File: src/rtl/intx_pkg.sv
package intx_pkg;
  localparam logic [7:0] CODE_ASSERT_BASE   = 8'h20;
  localparam logic [7:0] CODE_DEASSERT_BASE = 8'h24;
  typedef enum logic [1:0] {LINE_A = 2'd0, LINE_B = 2'd1, LINE_C = 2'd2, LINE_D = 2'd3} line_e;
endpackage

File: src/rtl/intx_fn_tracker.sv
module intx_fn_tracker #(
  parameter int QUAL_CYCLES = 8,
  localparam int CW = $clog2(QUAL_CYCLES + 1)
) (
  input  logic clk,
  input  logic rst_n,
  input  logic lvl_i,
  input  logic dis_i,
  input  logic msi_i,
  input  logic ack_i,
  output logic pend_o,
  output logic dsrt_o
);
  localparam logic [CW-1:0] QMAX  = CW'(QUAL_CYCLES);
  localparam logic [CW-1:0] QLAST = CW'(QUAL_CYCLES - 1);

  logic [CW-1:0] cnt_q, cnt_d;
  logic active_q, active_d;
  logic pend_q, pend_d;
  logic dsrt_q, dsrt_d;
  logic en, live, qual_hit;

  assign en       = !dis_i && !msi_i;
  assign live     = lvl_i && en;
  assign qual_hit = live && (cnt_q >= QLAST);

  always_comb begin
    cnt_d    = cnt_q;
    active_d = active_q;
    pend_d   = pend_q;
    dsrt_d   = dsrt_q;
    if (!live)
      cnt_d = '0;
    else if (cnt_q != QMAX)
      cnt_d = cnt_q + 1'b1;
    if (pend_q && ack_i)
      pend_d = 1'b0;
    if (!pend_q) begin
      if (!active_q && qual_hit) begin
        pend_d   = 1'b1;
        dsrt_d   = 1'b0;
        active_d = 1'b1;
      end else if (active_q && !live) begin
        pend_d   = 1'b1;
        dsrt_d   = 1'b1;
        active_d = 1'b0;
      end
    end
  end

  always_ff @(posedge clk or negedge rst_n) begin
    if (!rst_n) begin
      cnt_q    <= '0;
      active_q <= 1'b0;
      pend_q   <= 1'b0;
      dsrt_q   <= 1'b0;
    end else begin
      cnt_q    <= cnt_d;
      active_q <= active_d;
      pend_q   <= pend_d;
      dsrt_q   <= dsrt_d;
    end
  end

  assign pend_o = pend_q;
  assign dsrt_o = dsrt_q;

  AST_ASSERT_NEEDS_EN: assert property (@(posedge clk) disable iff (!rst_n)
    ($rose(pend_q) && !dsrt_q) |-> $past(lvl_i && !dis_i && !msi_i));
  AST_DSRT_AFTER_ASSERT: assert property (@(posedge clk) disable iff (!rst_n)
    ($rose(pend_q) && dsrt_q) |-> $past(active_q));
  AST_PEND_HELD: assert property (@(posedge clk) disable iff (!rst_n)
    (pend_q && !ack_i) |=> (pend_q && $stable(dsrt_q)));
endmodule

File: src/rtl/intx_rr_arb.sv
module intx_rr_arb #(
  parameter int N = 4,
  localparam int IW = (N > 1) ? $clog2(N) : 1
) (
  input  logic          clk,
  input  logic          rst_n,
  input  logic [N-1:0]  req_i,
  input  logic          ready_i,
  output logic          valid_o,
  output logic [IW-1:0] idx_o,
  output logic [N-1:0]  ack_o
);
  logic [IW-1:0] ptr_q, ptr_d;
  logic          lock_q, lock_d;
  logic [IW-1:0] lidx_q, lidx_d;
  logic          found;
  logic [IW-1:0] sel;
  logic          fire;

  always_comb begin
    found = 1'b0;
    sel   = '0;
    for (int k = 0; k < N; k++) begin
      int j;
      j = int'(ptr_q) + k;
      if (j >= N) j = j - N;
      if (!found && req_i[j]) begin
        found = 1'b1;
        sel   = IW'(j);
      end
    end
    if (lock_q) begin
      found = 1'b1;
      sel   = lidx_q;
    end
  end

  assign fire = found && ready_i;

  always_comb begin
    ptr_d  = ptr_q;
    lock_d = found && !ready_i;
    lidx_d = sel;
    ack_o  = '0;
    if (fire) begin
      ack_o[sel] = 1'b1;
      ptr_d      = (int'(sel) == N - 1) ? '0 : sel + 1'b1;
    end
  end

  always_ff @(posedge clk or negedge rst_n) begin
    if (!rst_n) begin
      ptr_q  <= '0;
      lock_q <= 1'b0;
      lidx_q <= '0;
    end else begin
      ptr_q  <= ptr_d;
      lock_q <= lock_d;
      lidx_q <= lidx_d;
    end
  end

  assign valid_o = found;
  assign idx_o   = sel;

  AST_ACK_ONEHOT: assert property (@(posedge clk) disable iff (!rst_n)
    $onehot0(ack_o));
  AST_ACK_HAS_REQ: assert property (@(posedge clk) disable iff (!rst_n)
    ((ack_o & ~req_i) == '0));
  AST_GRANT_HELD: assert property (@(posedge clk) disable iff (!rst_n)
    (valid_o && !ready_i) |=> (valid_o && $stable(idx_o)));
endmodule

File: src/rtl/intx_msg_gen.sv
module intx_msg_gen #(
  parameter int NUM_FN      = 4,
  parameter int QUAL_CYCLES = 8,
  localparam int FW = (NUM_FN > 1) ? $clog2(NUM_FN) : 1
) (
  input  logic                clk,
  input  logic                rst_n,
  input  logic [NUM_FN-1:0]   irq_lvl_i,
  input  logic [NUM_FN-1:0]   cmd_intdis_i,
  input  logic [NUM_FN-1:0]   msi_en_i,
  input  logic [2*NUM_FN-1:0] pin_sel_i,
  output logic                msg_valid_o,
  input  logic                msg_ready_i,
  output logic [FW-1:0]       msg_fn_o,
  output logic [7:0]          msg_code_o
);
  import intx_pkg::*;

  logic [NUM_FN-1:0] pend, dsrt, ack;
  logic [FW-1:0]     idx;
  line_e             line;

  for (genvar g = 0; g < NUM_FN; g++) begin : g_fn
    intx_fn_tracker #(.QUAL_CYCLES(QUAL_CYCLES)) u_trk (
      .clk    (clk),
      .rst_n  (rst_n),
      .lvl_i  (irq_lvl_i[g]),
      .dis_i  (cmd_intdis_i[g]),
      .msi_i  (msi_en_i[g]),
      .ack_i  (ack[g]),
      .pend_o (pend[g]),
      .dsrt_o (dsrt[g])
    );
  end

  intx_rr_arb #(.N(NUM_FN)) u_arb (
    .clk     (clk),
    .rst_n   (rst_n),
    .req_i   (pend),
    .ready_i (msg_ready_i),
    .valid_o (msg_valid_o),
    .idx_o   (idx),
    .ack_o   (ack)
  );

  always_comb begin
    line       = line_e'(pin_sel_i[2*idx +: 2]);
    msg_fn_o   = idx;
    msg_code_o = (dsrt[idx] ? CODE_DEASSERT_BASE : CODE_ASSERT_BASE) + {6'b0, line};
  end

  AST_PAYLOAD_STABLE: assert property (@(posedge clk) disable iff (!rst_n)
    (msg_valid_o && !msg_ready_i) |=> ($stable(msg_fn_o) && $stable(msg_code_o)));
  AST_VALID_HAS_PEND: assert property (@(posedge clk) disable iff (!rst_n)
    msg_valid_o |-> pend[idx]);
endmodule

File: config.mk
export PLATFORM = sky130hd
export DESIGN_NAME = intx_msg_gen
export DESIGN_NICKNAME = d
export VERILOG_FILES = /design/src/rtl/intx_pkg.sv /design/src/rtl/intx_fn_tracker.sv /design/src/rtl/intx_rr_arb.sv /design/src/rtl/intx_msg_gen.sv
export SDC_FILE = /design/constraint.sdc
export NUM_CORES = 1
export LEC_CHECK = 0
export BUFFER_PORTS_ARGS = -buffer_cell sky130_fd_sc_hd__buf_2
export CORE_ASPECT_RATIO = 2
export CORE_MARGIN = 2
export CORE_UTILIZATION = 45
export CTS_CLUSTER_SIZE = 24
export DETAILED_ROUTE_END_ITERATION = 6
export GPL_TIMING_DRIVEN = 0
export PLACE_DENSITY = 0.76
export SKIP_LAST_GASP = 1
export SYNTH_ARGS = -nofsm -noshare
export SYNTH_HDL_FRONTEND = slang
export SYNTH_SLANG_ARGS = --single-unit
File: constraint.sdc
create_clock -name clk -period 1.61 [get_ports clk]
set_input_delay 0.0805 -clock clk [delete_from_list [all_inputs] [get_ports clk]]
set_output_delay 0.0805 -clock clk [all_outputs]
set_load 0.02 [all_outputs]
== Yosys cells after proc, flatten, opt, wreduce, memory -nomap -nowiden ==
Cells that the tools add are included.

* Register bits: 33
* Word-level logic and storage cells: 191

* $lt $le $gt $ge: 14
* Shifts and indexed selects: 1
* Add/sub/neg operators: 13
* Reduce and logical (&&, ||, !) cells: 58
* Eq/ne operators: 9
* Bitwise gates (word level): 4
* Mux-type cells: 73

{| class="wikitable"
|+ Operators by type and width
! cell !! count
|-
| less-than comparator 32 x 4 -> 1 bit, second input constant || 4
|-
| two-way mux 32 bit || 4
|-
| >= comparator 32 x 4 -> 1 bit, second input constant || 3
|-
| subtractor 32 x 4 -> 32 bit, second input constant || 3
|-
| two-way mux 1 bit || 47
|-
| two-way mux 4 bit || 9
|-
| logical AND 1 bit || 30
|-
| zero test 1 bit || 20
|-
| adder 4 x 1 -> 4 bit, second input constant || 4
|-
| >= comparator 4 x 3 -> 1 bit, second input constant || 4
|-
| != test 4 bit, second input constant || 4
|-
| two-way mux 2 bit || 6
|-
| binary-select mux 1 bit (select 2 bit) || 5
|-
| != test 2 bit, second input constant || 4
|-
| AND reduction 2 bit || 4
|-
| nonzero test 2 bit || 4
|-
| indexed part select 8 x 4 -> 2 bit || 1
|-
| adder 6 x 2 -> 7 bit || 1
|-
| adder 2 x 2 -> 3 bit, second input constant || 2
|-
| inverter 1 bit || 4
|-
| subtractor 2 x 3 -> 4 bit, second input constant || 1
|-
| adder 2 x 1 -> 3 bit, second input constant || 1
|-
| >= comparator 2 x 3 -> 1 bit, second input constant || 1
|-
| less-than comparator 2 x 3 -> 1 bit, second input constant || 1
|-
| other kinds (5) || 5
|}

== Longest topological paths before layout ==
Gate-level depths: netlist of the first run.

* Depth in word-level cells: 26
* Gate-level depth with buffers: 8

== By module ==
Synthesis of the first run repeated with hierarchy kept, for this count alone.

* Cell total of the unflattened synthesis: 184
* Area, all modules: 1989.4 um^2

{| class="wikitable"
|+ Modules (own cells, without submodules)
! module !! instances !! area an instance (um^2) !! cells an instance
|-
| intx_fn_tracker || 4 || 367.9 || 34
|-
| intx_rr_arb || 1 || 394.1 || 38
|-
| intx_msg_gen || 1 || 123.9 || 10
|}

== Worst setup path after synthesis of the first run ==
OpenSTA, ideal clock, no wires.

* Path type: register to output
* Start point: register g_fn[3].u_trk.pend_q
* End point: output port msg_code_o[0]
* Data arrival time: 1.922 ns
* Required time: 1.529 ns
* Setup slack: -0.392 ns
* Cell stages (with the launch flop): 6
* Cell sequence: dfrtp_1 -> buf_2 -> mux4_2 -> a211o_1 -> a21boi_4 -> mux4_2

* Cells in the longest elaborated chain, start to end: 16

{| class="wikitable"
|+ RTL lines
! element !! RTL line !! RTL
|-
| from (decl) || intx_fn_tracker.sv:19 || <nowiki>logic pend_q, pend_d;</nowiki>
|-
| from (signal assigned) || intx_fn_tracker.sv:60 || <nowiki>pend_q <= pend_d;</nowiki>
|-
| binary-select mux 1 bit (select 2 bit) || intx_rr_arb.sv:27 || <nowiki>if (!found && req_i[j]) begin</nowiki>
|-
| two-way mux 1 bit (implied by the code) (2 in a row) || intx_rr_arb.sv:27 ||
|-
| two-way mux 1 bit || intx_rr_arb.sv:27 ||
|-
| zero test 1 bit || intx_rr_arb.sv:27 ||
|-
| logical AND 1 bit || intx_rr_arb.sv:27 ||
|-
| two-way mux 1 bit || intx_rr_arb.sv:27 ||
|-
| zero test 1 bit || intx_rr_arb.sv:27 ||
|-
| logical AND 1 bit || intx_rr_arb.sv:27 ||
|-
| two-way mux 1 bit || intx_rr_arb.sv:27 ||
|-
| zero test 1 bit || intx_rr_arb.sv:27 ||
|-
| logical AND 1 bit || intx_rr_arb.sv:27 ||
|-
| two-way mux 2 bit * || intx_rr_arb.sv:27 ||
|-
| two-way mux 2 bit * || intx_rr_arb.sv:32 || <nowiki>if (lock_q) begin</nowiki>
|-
| named net msg_fn_o[0] || intx_msg_gen.sv:14 || <nowiki>output logic [FW-1:0] msg_fn_o,</nowiki>
|-
| indexed part select 8 x 4 -> 2 bit * || intx_msg_gen.sv:47 || <nowiki>line = line_e'(pin_sel_i[2*idx +: 2]);</nowiki>
|-
| adder 6 x 2 -> 7 bit * || intx_msg_gen.sv:49 || <nowiki>msg_code_o = (dsrt[idx] ? CODE_DEASSERT_BASE : CODE_ASSERT_BASE) + {6'b0, line};</nowiki>
|-
| to (decl) || intx_msg_gen.sv:15 || <nowiki>output logic [7:0] msg_code_o</nowiki>
|}

Mark *: on every way through the listed nets, which the timed path passes. The rest lies on a longest branch. The select of a mux whose other input is x is not followed.

== Final worst setup path of the first run ==
* Start point: register u_arb.ptr_q[0]
* End point: output port msg_code_o[2]

* Cells in the longest elaborated chain, start to end: 20

{| class="wikitable"
|+ RTL lines
! element !! RTL line !! RTL
|-
| from (decl) || intx_rr_arb.sv:13 || <nowiki>logic [IW-1:0] ptr_q, ptr_d;</nowiki>
|-
| from (signal assigned) || intx_rr_arb.sv:57 || <nowiki>ptr_q <= ptr_d;</nowiki>
|-
| branches (longest 14 deep; another with subtractor 32 x 4 -> 32 bit) || -- ||
|-
| two-way mux 2 bit * || intx_rr_arb.sv:27 ||
|-
| two-way mux 2 bit * || intx_rr_arb.sv:32 ||
|-
| binary-select mux 1 bit (select 2 bit) || intx_msg_gen.sv:49 ||
|-
| two-way mux 1 bit (implied by the code) || intx_msg_gen.sv:49 ||
|-
| two-way mux 3 bit || intx_msg_gen.sv:49 ||
|-
| adder 6 x 2 -> 7 bit * || intx_msg_gen.sv:49 ||
|}

Every way passes the cells marked *. The select of a mux whose other input is x is not followed.

==> out/results.md, run 1 <==
## CTS
- **clock tree from TritonCTS** done
- **level count of the clock H-tree** 2
- **Clock Sinks** 33
- **number of buffers inserted during clock tree synthesis** 5
- **Worst-Skew Late Latency** 0.28 ns
- **CTS Buffer Depth** 2
- **Clk Tree Root Cell** sky130_fd_sc_hd__clkbuf_8
- **clock edge transition at the registers on the reported setup and hold paths** 0.07 ns

## Placement
- **worst slack at placement** -0.508 ns
- **Final HPWL DP** 2.85 mm
- **IO Port Bufs** 28
- **last weighted congestion value of the routability-driven placer** 0.797
- **post-detailed-placement cell area** 2170 um2

## Finish
- **fraction of layout instances using a drive strength above 1** 0.347
- **number of diodes** 0
- **footprint of the multi-input gates** 1090 um2
- **number of filler cells placed in the layout** 366
- **area growth from synthesis to final layout** 31.6%
- **final core utilization** 0.615
- **area taken by flip-flops and latches** 827 um2
- **fin area** 2540 um2
- **final-stage net count** 289

## Yosys
- **most instantiated library cell after synthesis** sky130_fd_sc_hd__nor2_1
- **largest cells by area after synthesis** sky130_fd_sc_hd__dfrtp_1 43%, sky130_fd_sc_hd__nor2_1 6.6%, sky130_fd_sc_hd__ha_1 5.2%
- **portion of the post-synthesis area used by sequential elements** 0.428
- **Yosys cell types** 37
- **number of flops mapped to enable cells by yosys** 0
- **Mapped Cells** 202
- **Ys Warns** 0
- **flip-flop and latch count after synthesis** 33
- **Cell Area, Synth** 1930 um2
- **proportion of synthesized flip-flops having asynchronous set or reset** 1.00
- **commonest cells in the synthesized netlist** 34 x sky130_fd_sc_hd__nor2_1, 33 x sky130_fd_sc_hd__dfrtp_1, 15 x sky130_fd_sc_hd__a21oi_1
- **prevailing post-synth register cell** sky130_fd_sc_hd__dfrtp_1
- **synthesized area per cell** 9.55 um2
- **post-synthesis cell type with the largest combined area** sky130_fd_sc_hd__dfrtp_1
- **fraction of post-synthesis cell area in the top cell type by area** 0.428

## Timing
- **period utilization** 1.43
- **WHS** 0.0910 ns
- **Final min period** 2.30 ns
- **min setup slack post-route** -0.690 ns
- **final hold violation count** 0
- **final-report max-slew violation count** 0
- **final worst clock skew** 0.00615 ns
- **RSZ-0062 raised after global routing** true
- **total setup violations reported at the end of the flow** 14
- **remaining max-slew budget at the tightest pin** 0.519
- **Slew @ Worst Pin** 0.721 ns
- **maximum operating frequency** 435 MHz

## Setup path
- **Critical-path top delay cell** sky130_fd_sc_hd__mux4_2
- **Setup crit start kind** flop
- **arrival time at the worst endpoint** 2.22 ns
- **count of cell instances traversed by the critical path** 6
- **cells along the critical path** buf_6 > mux4_2 > a211o_4 > a21boi_4 > mux4_2 > buf_6
- **worst reg2reg setup slack** -0.63 ns
- **WS Path Type** flop to output port
- **crit-path max FO** 7
- **kind of cell with the highest combined delay on the critical path** multiplexers
- **slowest stage delay, CP** 0.53 ns
- **category of the worst setup path capture point** output port
- **buffers plus inverters on the worst setup path** 2
- **data required time at the worst endpoint** 1.53 ns
- **number of cells on the worst reg-to-reg path** 9

## Floorplanning
- **Chip Height** 96.6 um
- **FP Rows** 33
- **area of the core region** 4130 um2
- **die area** 4860 um2
- **die outline width** 50.3 um
- **top-level I/O count** 34
- **initial core utilization** 0.467

## Drt
- **Via Count** 1685
- **DR pass1 iterations** 4
- **DRC violations left** 0
- **DRC violation total after the first TritonRoute iteration** 21
- **wire length reported by the detailed router** 4.35 mm
- **number of nets with antenna violations after routing** 0
- **mean routed wirelength per cell** 14.0 um
- **routed via count divided by cell count** 5.42

## Global route
- **global route total overflow** 0
- **Total Routing Usage GR** 0.189
- **vias in the first global route** 1600
- **pin count of the biggest net entering global routing** 34
- **wire length of the first global-routing pass** 7.09 mm
- **number of antenna violations at the first check in global routing** 0

## Pwr
- **worst vdd rail ir drop** 1.06 mV
- **total power density per cell area** 1650 nW/um2
- **static leakage power** 1.19 nW

## Status
- **violations in the final reports** negative setup slack
- **status** finished, violations left

## Hold path
- **Worst Hold Path Cells** 3
- **Tightest Hold Check Type** input pin to flop

## Job
- **number of violations of the max-capacitance limit** 0

worst min-delay path: stages:
cell and delay [ns]:
sky130_fd_sc_hd__buf_2 0.09, sky130_fd_sc_hd__a21oi_1 0.07, sky130_fd_sc_hd__nor2_1 0.09
registers in the layout (all words and copies together) (netlist names):
register,count
u_arb.lock_q,1
g_fn.u_trk.cnt_q,16
g_fn.u_trk.pend_o,4
g_fn.u_trk.active_q,4
u_arb.lidx_q,2
u_arb.ptr_q,2
g_fn.u_trk.dsrt_o,4
cell families after synthesis:
kind of cell	count (synthesis)	share of synthesized area
other	2	0.00389
flip-flops	33	0.428
AO/OA/AOI/OAI	44	0.164
XOR/XNOR	9	0.0409
adder cells (fa/ha/maj)	8	0.0519
AND/OR/NAND/NOR	75	0.180
multiplexers	8	0.0674
buffers and inverters	23	0.0642
placed cells by master, fill, tap and decap left out, types with 2 or more instances in the layout:
| master | instances |
|---|---|
| sky130_fd_sc_hd__buf_4 | 18 |
| sky130_fd_sc_hd__dfrtp_1 | 32 |
| sky130_fd_sc_hd__clkinv_2 | 2 |
| sky130_fd_sc_hd__o22a_1 | 4 |
| sky130_fd_sc_hd__inv_1 | 11 |
| sky130_fd_sc_hd__conb_1 | 5 |
| sky130_fd_sc_hd__mux4_2 | 4 |
| sky130_fd_sc_hd__xor2_1 | 4 |
| sky130_fd_sc_hd__nor3_1 | 4 |
| sky130_fd_sc_hd__or2_2 | 3 |
| sky130_fd_sc_hd__nor2_1 | 33 |
| sky130_fd_sc_hd__o21ai_0 | 2 |
| sky130_fd_sc_hd__nand3b_1 | 3 |
| sky130_fd_sc_hd__a31oi_1 | 4 |
| sky130_fd_sc_hd__and2_4 | 2 |
| sky130_fd_sc_hd__buf_6 | 14 |
| sky130_fd_sc_hd__nor3_2 | 2 |
| sky130_fd_sc_hd__nor2b_4 | 2 |
| sky130_fd_sc_hd__mux2i_1 | 4 |
| sky130_fd_sc_hd__a211oi_1 | 4 |
| sky130_fd_sc_hd__ha_1 | 8 |
| sky130_fd_sc_hd__dlygate4sd3_1 | 2 |
| sky130_fd_sc_hd__nand3_1 | 5 |
| sky130_fd_sc_hd__nand2_1 | 13 |
| sky130_fd_sc_hd__o31ai_2 | 2 |
| sky130_fd_sc_hd__a21oi_1 | 14 |
| sky130_fd_sc_hd__buf_2 | 22 |
| sky130_fd_sc_hd__clkbuf_8 | 5 |
| sky130_fd_sc_hd__nand2b_1 | 3 |
| sky130_fd_sc_hd__xnor2_1 | 4 |
| sky130_fd_sc_hd__o31a_1 | 4 |
power breakdown:
part | switching, W | internal [W] | leakage [nW] | total, W
Clock | 0.000297 | 0.000299 | 0.0450 | 0.000596
Sequential | 0.0000921 | 0.000934 | 0.446 | 0.00103
Combinational | 0.00121 | 0.00135 | 0.701 | 0.00256
area by class of cell:
class,count,share of cell area
well taps,52,0.0256
clock inverters,2,0.00394
clock buffers,6,0.0286
repair buffers,46,0.130
plain buffers,11,0.0399
inverters,12,0.0187
flip-flops and latches,33,0.326
multi-input cells,149,0.428
metrics by stage:
step / TNS [ns] / total power (W) / cells
5_1_grt: -7.85 / 0.00438 / 311
4_1_cts: -5.63 / 0.00388 / 308
2_1_floorplan: -2.03 / 0.00222 / 205
3_5_place_dp: -3.02 / 0.00258 / 285
3_3_place_gp: -2.99 / 0.00255 / 285
6_report: -7.27 / 0.00418 / 311
path summary, 6_finish.rpt:
| check | from | end |
|---|---|---|
| min | irq_lvl_i[3] | g_fn[3].u_trk.active_q |
| max reg2reg | u_arb.ptr_q[0] | g_fn[3].u_trk.pend_o |
| max in group asynchronous | rst_n | u_arb.ptr_q[1] |
| max | u_arb.ptr_q[0] | msg_code_o[2] |
| min in group asynchronous | rst_n | g_fn[2].u_trk.cnt_q[3] |
| min reg2reg | g_fn[2].u_trk.dsrt_o | g_fn[2].u_trk.dsrt_o |
per-layer routing:
metal | track usage | share of wire | up-vias | wire, um
met3 | 0.0293 | 0.053 | 13 | 231
met2 | 0.341 | 0.54 | 60 | 2360
li1 | - | - | 804 | -
met4 | 0.0998 | 0.031 | 0 | 134
met1 | 0.202 | 0.37 | 808 | 1620
met5 | 0 | 0 | - | 0
what timing repair did:
action,4_1_cts,5_1_grt
pin swaps,7,3
endpoints found under the setup margin,13,15
endpoints found under the hold margin,34,0
resized for setup,26,11
hold buffers,2,0
buffers inserted,13,3
No activity file was read; power rests on OpenSTA's default activity.
==> inputs of run 2 (changes only) <==
SKIP_LAST_GASP = not set   (was 1)
==> run 2 against run 1 <==
The run still ends with negative setup slack left. Register-to-register slack is essentially flat. Sequential power is essentially flat. Critical path depth is the same. Clock skew is essentially flat. Design area grew 0.15%. Hold slack is essentially flat. Total power grew 0.37%. Fmax is essentially flat. Combinational power is essentially flat. Largest cell class unchanged. Highest routed layer unchanged.
==> out/results.md, run 2 (synthesis results as in run 1) <==
## Status
- **status** finished, violations left, unchanged
- **violations in the final reports** negative setup slack, unchanged

## Timing
- **total setup violations reported at the end of the flow** 14, unchanged
- **RSZ-0062 raised after global routing** true, unchanged
- **setup total negative slack** -7.25 ns, was -7.27 ns
- **Final min period** 2.30 ns, about the same
- **final hold violation count** 0, unchanged
- **maximum operating frequency** 435 MHz, about the same
- **final worst clock skew** 0.00615 ns, about the same
- **final-report max-slew violation count** 0, unchanged
- **Slew @ Worst Pin** 0.721 ns, unchanged
- **remaining max-slew budget at the tightest pin** 0.519, unchanged
- **period utilization** 1.43, about the same
- **min setup slack post-route** -0.690 ns, about the same

## Finish
- **fin area** 2540 um2, about the same
- **area growth from synthesis to final layout** 31.8%, was 31.6%
- **final instance count without filler cells** 311, unchanged
- **register bank with the most flops** g_fn.u_trk.cnt_q, unchanged
- **number of diodes** 0, unchanged
- **final-stage net count** 289, unchanged
- **most used cells in the layout excluding fill and tap cells** 33 x sky130_fd_sc_hd__nor2_1, 32 x sky130_fd_sc_hd__dfrtp_1, 22 x sky130_fd_sc_hd__buf_2, unchanged
- **number of flip-flops under the largest register name** 16, unchanged
- **fraction of layout instances using a drive strength above 1** 0.347, unchanged
- **most common cell after layout, fill and taps aside** sky130_fd_sc_hd__nor2_1, unchanged

## CTS
- **clock edge transition at the registers on the reported setup and hold paths** 0.07 ns, about the same
- **clock tree from TritonCTS** done, unchanged
- **Clk Tree Root Cell** sky130_fd_sc_hd__clkbuf_8, unchanged
- **Worst-Skew Late Latency** 0.28 ns, about the same
- **Clock Sinks** 33, unchanged
- **level count of the clock H-tree** 2, unchanged
- **number of buffers inserted during clock tree synthesis** 5, unchanged
- **CTS Buffer Depth** 2, unchanged

## Setup path
- **slowest stage delay, CP** 0.53 ns, about the same
- **cells along the critical path** buf_6 > mux4_2 > a211o_4 > a21boi_4 > mux4_2 > buf_6, unchanged
- **category of the worst setup path capture point** output port, unchanged
- **WS Path Type** flop to output port, unchanged
- **data required time at the worst endpoint** 1.53 ns, about the same
- **Setup crit start kind** flop, unchanged
- **crit-path max FO** 7, unchanged
- **arrival time at the worst endpoint** 2.22 ns, about the same
- **Critical-path top delay cell** sky130_fd_sc_hd__mux4_2, unchanged

## Drt
- **DRC violation total after the first TritonRoute iteration** 21, unchanged
- **DRC violations left** 0, unchanged
- **Via Count** 1684, was 1685
- **routed via count divided by cell count** 5.41, was 5.42
- **DR pass1 iterations** 4, unchanged
- **number of nets with antenna violations after routing** 0, unchanged
- **mean routed wirelength per cell** 14.0 um, about the same
- **wire length reported by the detailed router** 4.35 mm, about the same

## Global route
- **global route total overflow** 0, unchanged
- **wire length of the first global-routing pass** 7.09 mm, unchanged
- **Total Routing Usage GR** 0.189, unchanged
- **vias in the first global route** 1600, unchanged
- **pin count of the biggest net entering global routing** 34, unchanged
- **number of antenna violations at the first check in global routing** 0, unchanged

## Floorplanning
- **FP Rows** 33, unchanged
- **Chip Height** 96.6 um, unchanged
- **area of the core region** 4130 um2, unchanged
- **die area** 4860 um2, unchanged
- **die outline width** 50.3 um, unchanged
- **top-level I/O count** 34, unchanged
- **initial core utilization** 0.467, unchanged

## Pwr
- **proportion of power drawn by flip-flops and latches** 0.244, was 0.245
- **overall power after layout** 0.00420 W, was 0.00418 W
- **switching share of power** 0.383, about the same
- **worst vdd rail ir drop** 1.06 mV, about the same
- **portion of total power attributed to combinational logic** 0.613, was 0.612
- **total power density per cell area** 1650 nW/um2, about the same
- **clock share of power** 0.142, was 0.143
- **static leakage power** 1.19 nW, about the same
- **net switching component of the power** 0.00161 W, was 0.00160 W
- **internal cell power** 0.00259 W, was 0.00258 W

## Placement
- **number of placed instances, taps included** 285, unchanged
- **last weighted congestion value of the routability-driven placer** 0.797, unchanged
- **post-detailed-placement cell area** 2170 um2, unchanged
- **Final HPWL DP** 2.85 mm, unchanged
- **worst slack at placement** -0.508 ns, unchanged
- **IO Port Bufs** 28, unchanged

## Job
- **number of violations of the max-capacitance limit** 0, unchanged

## Hold path
- **Tightest Hold Check Type** input pin to flop, unchanged

==> run 2: per-layer routing <==
layer | vias up | GRT usage | share of wire
met5 | - | 0 | 0
met4 | 0 | 0.0998 | 0.031
met3 | 13 | 0.0293 | 0.053
met2 | 60 | 0.341 | 0.54
met1 | 807 | 0.202 | 0.37
li1 | 804 | - | -
==> run 2: final timing paths <==
check                                     start                      to  slack [ns]  depth (start not counted)
min                                irq_lvl_i[3]  g_fn[3].u_trk.active_q        0.09                          3
max                              u_arb.ptr_q[0]           msg_code_o[2]       -0.69                          6
min in group asynchronous                 rst_n  g_fn[2].u_trk.cnt_q[3]        0.39                          2
max reg2reg                      u_arb.ptr_q[0]    g_fn[3].u_trk.pend_o       -0.63                          9
max in group asynchronous                 rst_n          u_arb.ptr_q[1]        0.71                          2
min reg2reg                g_fn[2].u_trk.dsrt_o    g_fn[2].u_trk.dsrt_o        0.52                          1
==> run 2: cell type report <==
| type | instances | area, um2 |
|---|---|---|
| clock inverters | 2 | 10.0 |
| repair buffers | 46 | 333 |
| well taps | 52 | 65.1 |
| inverters | 12 | 47.5 |
| flip-flops and latches | 33 | 827 |
| fillers | 364 | 1590 |
| multi-input cells | 149 | 1090 |
| plain buffers | 11 | 101 |
| clock buffers | 6 | 72.6 |
==> run 2: critical path, delay by kind of cell (launching register included) <==
kind	cells	cell delay, ns
flip-flops	1	0.36
multiplexers	2	0.84
buffers and inverters	2	0.29
AO/OA/AOI/OAI	2	0.45
==> run 2: per-stage QoR <==
| step | hold slack, ns | utilization |
|---|---|---|
| finish | 0.0910 | 0.616 |
| global route | 0.115 | 0.616 |
| CTS | 0.0894 | 0.600 |
| detailed placement | 0.181 | 0.525 |
| global placement | 0.178 | 0.525 |
| floorplan | -0.215 | - |
==> run 2: timing repair <==
item / in CTS / in global routing
buffers inserted: 13 / 3
hold buffers: 2 / 0
pin swaps: 7 / 3
endpoints found under the setup margin: 13 / 15
hold endpoints to repair: 34 / 0
gates resized for setup: 26 / 12
==> run 2: power groups by stage <==
stage / logic, W / registers [W] / clock network [W]
4_1_cts: 0.00225 / 0.00101 / 0.000614
5_1_grt: 0.00272 / 0.00103 / 0.000646
3_5_place_dp: 0.00156 / 0.00102 / 0
2_1_floorplan: 0.00122 / 0.00100 / 0
3_3_place_gp: 0.00153 / 0.00102 / 0
6_report: 0.00258 / 0.00103 / 0.000597
==> inputs of run 3 (changes only) <==
GPL_TIMING_DRIVEN = not set   (was 0)
==> run 3 against run 2 <==
Hold slack worse by 0.0038 ns. Highest routed layer unchanged. Sequential power up 6%. Combinational power down 4%. First-iteration DRC count up 33%. Critical path type unchanged. Clock power up 14%. Cell count unchanged. The flow still finishes with violations (negative setup slack). Design area up 0.15%. Via count down 2.8%. Global-route usage up 0.47 points. Routed wire length down 2.2%. Clock skew up 0.0013 ns.
==> out/results.md, run 3 (synthesis results as in run 1) <==
## Global route
- **wire length of the first global-routing pass** 7.36 mm, was 7.09 mm
- **pin count of the biggest net entering global routing** 34, unchanged
- **global route total overflow** 0, unchanged
- **Total Routing Usage GR** 0.194, was 0.189
- **number of antenna violations at the first check in global routing** 0, unchanged
- **vias in the first global route** 1662, was 1600

## Timing
- **total setup violations reported at the end of the flow** 14, unchanged
- **final hold violation count** 0, unchanged
- **maximum operating frequency** 448 MHz, was 435 MHz
- **WHS** 0.0872 ns, was 0.0910 ns
- **RSZ-0062 raised after global routing** true, unchanged
- **setup total negative slack** -5.58 ns, was -7.25 ns
- **Final min period** 2.23 ns, was 2.30 ns
- **period utilization** 1.39, was 1.43
- **final-report max-slew violation count** 0, unchanged
- **Slew @ Worst Pin** 0.728 ns, was 0.721 ns
- **final worst clock skew** 0.00747 ns, was 0.00615 ns
- **remaining max-slew budget at the tightest pin** 0.515, was 0.519
- **min setup slack post-route** -0.622 ns, was -0.690 ns

## Status
- **violations in the final reports** negative setup slack, unchanged
- **status** finished, violations left, unchanged

## Finish
- **most used cells in the layout excluding fill and tap cells** 32 x sky130_fd_sc_hd__nor2_1, 28 x sky130_fd_sc_hd__dfrtp_1, 24 x sky130_fd_sc_hd__buf_2, was 33 x sky130_fd_sc_hd__nor2_1, 32 x sky130_fd_sc_hd__dfrtp_1, 22 x sky130_fd_sc_hd__buf_2
- **register bank with the most flops** g_fn.u_trk.cnt_q, unchanged
- **number of diodes** 0, unchanged
- **number of flip-flops under the largest register name** 16, unchanged
- **area growth from synthesis to final layout** 32.0%, was 31.8%
- **fraction of layout instances using a drive strength above 1** 0.371, was 0.347
- **final-stage net count** 289, unchanged
- **most common cell after layout, fill and taps aside** sky130_fd_sc_hd__nor2_1, unchanged

## Setup path
- **Critical-path top delay cell** sky130_fd_sc_hd__mux4_2, unchanged
- **WS Path Type** flop to output port, unchanged
- **kind of cell with the highest combined delay on the critical path** multiplexers, unchanged
- **crit-path max FO** 5, was 7
- **worst reg2reg setup slack** -0.39 ns, was -0.63 ns
- **Setup crit start kind** flop, unchanged
- **category of the worst setup path capture point** output port, unchanged
- **buffers plus inverters on the worst setup path** 2, unchanged
- **data required time at the worst endpoint** 1.53 ns, about the same
- **arrival time at the worst endpoint** 2.15 ns, was 2.22 ns
- **cells along the critical path** nor3b_2 > nor3_1 > o31ai_2 > a31oi_4 > inv_4 > mux4_2 > buf_6, was buf_6 > mux4_2 > a211o_4 > a21boi_4 > mux4_2 > buf_6
- **slowest stage delay, CP** 0.51 ns, was 0.53 ns

## CTS
- **clock tree from TritonCTS** done, unchanged
- **CTS Buffer Depth** 2, unchanged
- **clock edge transition at the registers on the reported setup and hold paths** 0.07 ns, about the same
- **Clk Tree Root Cell** sky130_fd_sc_hd__clkbuf_8, unchanged
- **number of buffers inserted during clock tree synthesis** 5, unchanged
- **Worst-Skew Late Latency** 0.28 ns, about the same
- **level count of the clock H-tree** 2, unchanged
- **Clock Sinks** 33, unchanged

## Pwr
- **clock share of power** 0.159, was 0.142
- **internal cell power** 0.00268 W, was 0.00259 W
- **static leakage power** 1.19 nW, about the same
- **total power density per cell area** 1670 nW/um2, was 1650 nW/um2
- **worst vdd rail ir drop** 1.17 mV, was 1.06 mV
- **proportion of power drawn by flip-flops and latches** 0.257, was 0.244
- **switching share of power** 0.371, was 0.383
- **portion of total power attributed to combinational logic** 0.584, was 0.613
- **net switching component of the power** 0.00158 W, was 0.00161 W

## Drt
- **DRC violation total after the first TritonRoute iteration** 28, was 21
- **routed via count divided by cell count** 5.26, was 5.41
- **number of nets with antenna violations after routing** 0, unchanged
- **DR pass1 iterations** 4, unchanged
- **wire length reported by the detailed router** 4.25 mm, was 4.35 mm
- **mean routed wirelength per cell** 13.7 um, was 14.0 um
- **Via Count** 1637, was 1684
- **DRC violations left** 0, unchanged

## Floorplanning
- **Chip Height** 96.6 um, unchanged
- **die area** 4860 um2, unchanged
- **initial core utilization** 0.467, unchanged
- **area of the core region** 4130 um2, unchanged
- **top-level I/O count** 34, unchanged
- **die outline width** 50.3 um, unchanged
- **FP Rows** 33, unchanged

## Job
- **number of violations of the max-capacitance limit** 0, unchanged

## Placement
- **last weighted congestion value of the routability-driven placer** 0.907, was 0.797
- **Final HPWL DP** 3.12 mm, was 2.85 mm
- **IO Port Bufs** 28, unchanged

## Hold path
- **Tightest Hold Check Type** input pin to flop, unchanged

==> run 3: path summary, 6_finish.rpt <==
kind / cells past startpoint / to / start
max: 7 / msg_code_o[1] / g_fn[0].u_trk.pend_o
min: 3 / g_fn[0].u_trk.active_q / irq_lvl_i[0]
max reg2reg: 7 / g_fn[1].u_trk.pend_o / g_fn[1].u_trk.pend_o
min reg2reg: 1 / g_fn[0].u_trk.dsrt_o / g_fn[0].u_trk.dsrt_o
max in group asynchronous: 2 / g_fn[2].u_trk.pend_o / rst_n
min in group asynchronous: 2 / g_fn[2].u_trk.cnt_q[0] / rst_n
==> run 3: worst register-to-register path: cells and delay by family (launching register included) <==
family                 cells  cell delay [ns]
AOI/OAI and AO/OA          3             0.56
buffers and inverters      2             0.27
DFF                        1             0.46
muxes                      1             0.49
and+or+nand+nor            1             0.15
==> run 3: power groups by stage <==
| stage | combinational [W] | sequential (W) | clock [W] |
|---|---|---|---|
| 6_report | 0.00248 | 0.00109 | 0.000678 |
| 3_5_place_dp | 0.00180 | 0.00107 | 0 |
| 3_3_place_gp | 0.00178 | 0.00106 | 0 |
| 4_1_cts | 0.00235 | 0.00108 | 0.000701 |
| 2_1_floorplan | 0.00122 | 0.00100 | 0 |
| 5_1_grt | 0.00266 | 0.00111 | 0.000735 |
==> run 3: what timing repair did <==
item,CTS,global route
gates cloned,1,0
hold endpoints to repair,34,0
resized for setup,35,3
hold buffers,2,0
pin swaps,9,2
setup endpoints to repair,14,14
buffers inserted,6,1
==> run 3: metal layers <==
metal / up-vias / part of all wire / GRT usage
met5: - / 0 / 0
li1: 802 / - / -
met2: 35 / 0.55 / 0.349
met4: 0 / 0.036 / 0.0998
met1: 787 / 0.39 / 0.208
met3: 13 / 0.029 / 0.0309
==> run 3: per-stage QoR <==
stage | setup WS (ns) | std cells | cell area (um2) | total power, W | util
6_report | -0.622 | 311 | 2550 | 0.00426 | 0.617
4_1_cts | -0.593 | 310 | 2510 | 0.00414 | 0.608
5_1_grt | -0.702 | 311 | 2550 | 0.00450 | 0.617
3_5_place_dp | -0.437 | 293 | 2220 | 0.00287 | 0.538
3_3_place_gp | -0.355 | 293 | 2220 | 0.00284 | 0.538
2_1_floorplan | -0.297 | 205 | 1960 | 0.00222 | -
==> run 3: area by class of cell <==
type	instances	area (um2)
Clock buffer	7	96.3
Clock inverter	1	5.00
Fill cell	343	1580
Inverter	12	47.5
Multi-Input combinational cell	149	1090
Sequential cell	33	832
Tap cell	52	65.1
Timing Repair Buffer	57	407
